--- src/rtl/pla_pkg.sv ---
package pla_pkg;
   localparam int BITS_PER_PAIR = 2;
   localparam int COLS_PER_PAIR = 4;
endpackage

--- src/rtl/pla_pair_dec.sv ---
module pla_pair_dec
   import pla_pkg::*;
#(
   parameter int NUM_PAIRS = 2,
   localparam int IN_W  = NUM_PAIRS * BITS_PER_PAIR,
   localparam int COL_W = NUM_PAIRS * COLS_PER_PAIR
) (
   input  logic             clk,
   input  logic             rst_n,
   input  logic [IN_W-1:0]  pair_in,
   output logic [COL_W-1:0] col_out
);
   for (genvar p = 0; p < NUM_PAIRS; p++) begin : g_pair
      logic [1:0] val;
      assign val = pair_in[p*BITS_PER_PAIR +: BITS_PER_PAIR];   // {a,b} = 2a+b
      for (genvar k = 0; k < COLS_PER_PAIR; k++) begin : g_col
         assign col_out[p*COLS_PER_PAIR + k] = (val != 2'(k));
      end
      AST_THREE_COLS: assert property (@(posedge clk) disable iff (!rst_n)
         $countones(col_out[p*COLS_PER_PAIR +: COLS_PER_PAIR]) == 3);
   end
endmodule

--- src/rtl/pla_and_plane.sv ---
module pla_and_plane #(
   parameter int NUM_COLS  = 8,
   parameter int NUM_TERMS = 4,
   localparam int MASK_W   = NUM_COLS * NUM_TERMS
) (
   input  logic                 clk,
   input  logic                 rst_n,
   input  logic [NUM_COLS-1:0]  cols,
   input  logic [MASK_W-1:0]    and_mask,
   output logic [NUM_TERMS-1:0] terms
);
   for (genvar t = 0; t < NUM_TERMS; t++) begin : g_term
      logic [NUM_COLS-1:0] sel;
      assign sel      = and_mask[t*NUM_COLS +: NUM_COLS];
      assign terms[t] = &(cols | ~sel);
      AST_EMPTY_TERM: assert property (@(posedge clk) disable iff (!rst_n)
         (sel == '0) |-> terms[t]);
   end
endmodule

--- src/rtl/pla_or_plane.sv ---
module pla_or_plane #(
   parameter int NUM_TERMS = 4,
   parameter int NUM_OUTS  = 2,
   localparam int MASK_W   = NUM_TERMS * NUM_OUTS
) (
   input  logic                 clk,
   input  logic                 rst_n,
   input  logic [NUM_TERMS-1:0] terms,
   input  logic [MASK_W-1:0]    or_mask,
   output logic [NUM_OUTS-1:0]  outs
);
   for (genvar o = 0; o < NUM_OUTS; o++) begin : g_out
      logic [NUM_TERMS-1:0] sel;
      assign sel     = or_mask[o*NUM_TERMS +: NUM_TERMS];
      assign outs[o] = |(terms & sel);
      AST_EMPTY_OUT: assert property (@(posedge clk) disable iff (!rst_n)
         (sel == '0) |-> !outs[o]);
   end
endmodule

--- src/rtl/pla_cfg_regs.sv ---
module pla_cfg_regs #(
   parameter int AND_W = 32,
   parameter int OR_W  = 8
) (
   input  logic             clk,
   input  logic             rst_n,
   input  logic             we,
   input  logic [AND_W-1:0] and_d,
   input  logic [OR_W-1:0]  or_d,
   output logic [AND_W-1:0] and_q,
   output logic [OR_W-1:0]  or_q
);
   always_ff @(posedge clk) begin
      if (!rst_n) begin
         and_q <= '0;
         or_q  <= '0;
      end else if (we) begin
         and_q <= and_d;
         or_q  <= or_d;
      end
   end

   AST_CFG_LOAD: assert property (@(posedge clk) disable iff (!rst_n)
      we |=> (and_q == $past(and_d)) && (or_q == $past(or_d)));
   AST_CFG_HOLD: assert property (@(posedge clk) disable iff (!rst_n)
      !we |=> $stable(and_q) && $stable(or_q));
endmodule

--- src/rtl/pairdec_pla.sv ---
module pairdec_pla
   import pla_pkg::*;
#(
   parameter int NUM_PAIRS = 2,
   parameter int NUM_TERMS = 4,
   parameter int NUM_OUTS  = 2,
   parameter bit OUT_REG   = 1'b0,
   localparam int IN_W     = NUM_PAIRS * BITS_PER_PAIR,
   localparam int NUM_COLS = NUM_PAIRS * COLS_PER_PAIR,
   localparam int AND_W    = NUM_COLS * NUM_TERMS,
   localparam int OR_W     = NUM_TERMS * NUM_OUTS
) (
   input  logic                clk,
   input  logic                rst_n,
   input  logic [IN_W-1:0]     din,
   input  logic                cfg_we,
   input  logic [AND_W-1:0]    cfg_and_mask,
   input  logic [OR_W-1:0]     cfg_or_mask,
   output logic [NUM_OUTS-1:0] func_out
);
   if (NUM_PAIRS < 1) begin : g_bad_pairs
      $error("pairdec_pla: NUM_PAIRS must be at least 1");
   end
   if (NUM_TERMS < 1) begin : g_bad_terms
      $error("pairdec_pla: NUM_TERMS must be at least 1");
   end
   if (NUM_OUTS < 1) begin : g_bad_outs
      $error("pairdec_pla: NUM_OUTS must be at least 1");
   end

   logic [AND_W-1:0]    and_q;
   logic [OR_W-1:0]     or_q;
   logic [NUM_COLS-1:0] cols;
   logic [NUM_TERMS-1:0] terms;
   logic [NUM_OUTS-1:0] outs_c;

   pla_cfg_regs #(.AND_W(AND_W), .OR_W(OR_W)) u_cfg (
      .clk(clk), .rst_n(rst_n), .we(cfg_we),
      .and_d(cfg_and_mask), .or_d(cfg_or_mask),
      .and_q(and_q), .or_q(or_q)
   );

   pla_pair_dec #(.NUM_PAIRS(NUM_PAIRS)) u_dec (
      .clk(clk), .rst_n(rst_n), .pair_in(din), .col_out(cols)
   );

   pla_and_plane #(.NUM_COLS(NUM_COLS), .NUM_TERMS(NUM_TERMS)) u_and (
      .clk(clk), .rst_n(rst_n), .cols(cols), .and_mask(and_q), .terms(terms)
   );

   pla_or_plane #(.NUM_TERMS(NUM_TERMS), .NUM_OUTS(NUM_OUTS)) u_or (
      .clk(clk), .rst_n(rst_n), .terms(terms), .or_mask(or_q), .outs(outs_c)
   );

   if (OUT_REG) begin : g_out_reg
      always_ff @(posedge clk) begin
         if (!rst_n) func_out <= '0;
         else        func_out <= outs_c;
      end
   end else begin : g_out_comb
      assign func_out = outs_c;
   end

   AST_CLEARED_OUT: assert property (@(posedge clk) disable iff (!rst_n)
      (or_q == '0) |-> (outs_c == '0));
endmodule

--- config.mk ---
export PLATFORM = sky130hd
export DESIGN_NAME = pairdec_pla
export DESIGN_NICKNAME = d
export VERILOG_FILES = /design/src/rtl/pla_pkg.sv /design/src/rtl/pla_pair_dec.sv /design/src/rtl/pla_and_plane.sv /design/src/rtl/pla_or_plane.sv /design/src/rtl/pla_cfg_regs.sv /design/src/rtl/pairdec_pla.sv
export SDC_FILE = /design/constraint.sdc
export NUM_CORES = 1
export LEC_CHECK = 0
export BUFFER_PORTS_ARGS = -buffer_cell sky130_fd_sc_hd__buf_2
export CAP_MARGIN = 20
export CORE_MARGIN = 5
export CORE_UTILIZATION = 46
export DETAILED_ROUTE_END_ITERATION = 8
export HOLD_SLACK_MARGIN = 0.03
export PLACE_DENSITY = 0.74
export SETUP_SLACK_MARGIN = 0.05
export SLEW_MARGIN = 5
export SYNTH_ARGS = -nofsm -noshare
export SYNTH_HDL_FRONTEND = slang
export SYNTH_SLANG_ARGS = --single-unit
export TNS_END_PERCENT = 50
--- constraint.sdc ---
create_clock -name clk -period 1.15 [get_ports clk]
set_input_delay 0.115 -clock clk [delete_from_list [all_inputs] [get_ports clk]]
set_output_delay 0.115 -clock clk [all_outputs]
set_load 0.005 [all_outputs]
==> qor.yml <==
clocking:
  cts_buffers: 5
  clock_latency_ns: 0.28
  htree_levels: 2
  clkTransAtPathRegs_ns: 0.07
  clockBufferDepth: 2
  cts.sinks: 40
  hold_buffers: 0
  cts_tree: "done"
  cts_root_buf: "clkbuf_8"
synthesis:
  ys_seq_elements: 40
  yosys_warnings: 0
  syn-mean-instance-area_um2: 12.13
  synth_top_area_frac: 0.4520
  syn_area_mm2: 0.001772
  netlist_instances: 146
  synth_area_leaders: "dfxtp_1, mux2i_1, nor2b_1"
  ys_types: 9
  yosysSeqAreaShare: 0.4520
  synth_nets: 193
  synth.largest_area_cell: "dfxtp_1"
hold_path:
  holdPathEnd: "u_cfg.and_q[24]"
  hp-start: "cfg_and_mask[24]"
  min_path_cells: 3
  holdCritPathClass: "in2reg"
place:
  place_inst: 248
  pre_cts_ws_ns: -0.3140
  port_buffers: 48
  dp_hpwl_um: 2970
  gp_congestion: 0.7746
cells_and_area:
  final_common_cell: "buf_2"
  final_nets: 255
  stdcell_count: 257
  postLayoutCoreUtil: 0.6218
  drive_above_1_share: 0.4067
  layout_common_cells: "buf_2, mux2i_1, nor2b_1"
  areaGrowthSynthToFinish_pct: 29.45
  diodes: 0
  fillers: 315
flow_run:
  maxCapViolCount: 0
worst_setup_path:
  r2r_slack_ns: 0.41
  path_class: "reg2out"
  worstPathArrival_ns: 1.59
  slowest_stage: "mux4_2"
  cp_data_required_time_ns: 1.03
  path_max_fanout: 2
  path_cells: "mux4_2 -> nor3b_2 -> a2111o_1 -> buf_2"
  r2r_cells: 3
  end_kind: "output port"
  r2r-end: "u_cfg.and_q[21]"
  r2r-start: "u_cfg.and_q[21]"
  max_stage_delay_ns: 0.52
  start_kind: "flip-flop"
grt:
  grtUsageTotal: 0.1562
  gr-total-overflow: 0
  use_met3: 0.05402
  grt_max_degree: 41
  antenna_found_initial: 0
  top_usage_layer: "met2"
  grt_pass1_vias: 1351
  grt_pass1_wl_um: 6223
  use_met2: 0.2568
  grt_use_met1: 0.1915
timing:
  hold_viol: 0
  fin_crit_sh: 1.485
  max_freq_mhz: 585.5
  skew_ns: 0
  drv_slew: 0
  finalSetupViolCount: 2
  period_minus_slack_ns: 1.708
  relSlewSlack: 0.6659
  rsz0062_at_grt: "true"
  setup_ws_ns: -0.5580
  worstMarginPinSlew_ns: 0.5011
drt:
  routed-via-count: 1254
  drc: 0
  ant_nets: 0
  wl_per_cell_um: 14.53
  drtIter0Drc: 33
  avgViaCountPerCell: 4.879
  firstDrtPassIters: 4
  wl_um: 3734
floorplan:
  start_util: 0.4803
  core_area_mm2: 0.003689
  std_cell_rows: 22
  ioPinCount: 49
  die_area_mm2: 0.005193
  die_y_um: 72.06
  dieWidth_um: 72.06
power:
  powerDensity_mw_per_mm2: 1269
  ir_drop_mv: 0.6524
  p_leak_nw: 1.080
outcome:
  outcome: "complete, but fails checks"
  violations: "negative setup slack"
report_power, final:
| group | leakage (nW) | switching (mW) | internal [mW] |
|---|---|---|---|
| Combinational | 0.703 | 0.181 | 0.276 |
| Sequential | 0.331 | 0.0460 | 1.47 |
| Clock | 0.0455 | 0.448 | 0.489 |
| Total | 1.08 | 0.675 | 2.23 |
repair_timing:
item,CTS,global route
endpoints found under the setup margin,2,2
endpoints found under the hold margin,0,0
setup buffers,1,0
gates resized for setup,3,0
pin swaps,4,0
stage by stage:
stage                     area, um^2  total power, mW  hold WS (ns)  setup TNS (ns)
after global routing            2293            3.054       0.09455          -1.223
final                           2293            2.910       0.08427          -1.114
after floorplan                 1779            1.790        0.2841        -0.08299
after CTS                       2293            2.949       0.08219          -1.148
after global placement          2191            1.979        0.3710         -0.4759
after detailed placement        2191            2.003        0.3800         -0.6153
routing by layer:
layer,wire [um],part of all wire
met5,0,0
met1,1650,0.44
met4,44,0.012
met2,1804,0.48
met3,235,0.063
worst max-delay path: cells and delay by family, from the launching register on:
| family | cells | cell delay [ns] |
|---|---|---|
| flip-flops | 1 | 0.32 |
| AO/OA/AOI/OAI | 1 | 0.14 |
| multiplexers | 1 | 0.52 |
| AND/OR/NAND/NOR | 1 | 0.22 |
| buffers and inverters | 1 | 0.12 |
registers in the layout (all words and copies together) (netlist names):
name,count
u_cfg.and_q,32
u_cfg.or_q,8
final cells by class:
class	count	area [um^2]	area share
multi-input cells	97	942.2	0.4108
clock buffers	8	90.09	0.03928
well taps	48	60.06	0.02619
flip-flops and latches	40	803.3	0.3502
repair buffers	64	397.9	0.1735
cell usage after synthesis:
cell type,count
a2111o_1,2
buf_2,4
clkbuf_1,5
dfxtp_1,40
mux2i_1,40
mux4_1,8
nor2_1,1
nor2b_1,40
nor3b_1,6
worst max-delay path by stage:
stage,from,endpoint,slack (ns),cells past startpoint
2_1_floorplan,u_cfg.and_q[7],func_out[0],-0.04,3
3_3_place_gp,din[2],func_out[1],-0.24,5
3_5_place_dp,din[2],func_out[0],-0.31,5
4_1_cts,u_cfg.and_q[27],func_out[0],-0.58,4
5_1_grt,u_cfg.and_q[3],func_out[1],-0.61,4
6_report,u_cfg.and_q[31],func_out[0],-0.56,4
cells by family after synthesis:
| kind of cell | count (synthesis) | synth area share |
|---|---|---|
| AOI/OAI and AO/OA | 2 | 0.01271 |
| buffers and inverters | 9 | 0.02189 |
| DFF | 40 | 0.4520 |
| muxes | 48 | 0.3446 |
| and+or+nand+nor | 47 | 0.1688 |
Note: power is estimated with default switching activity, not from simulation.
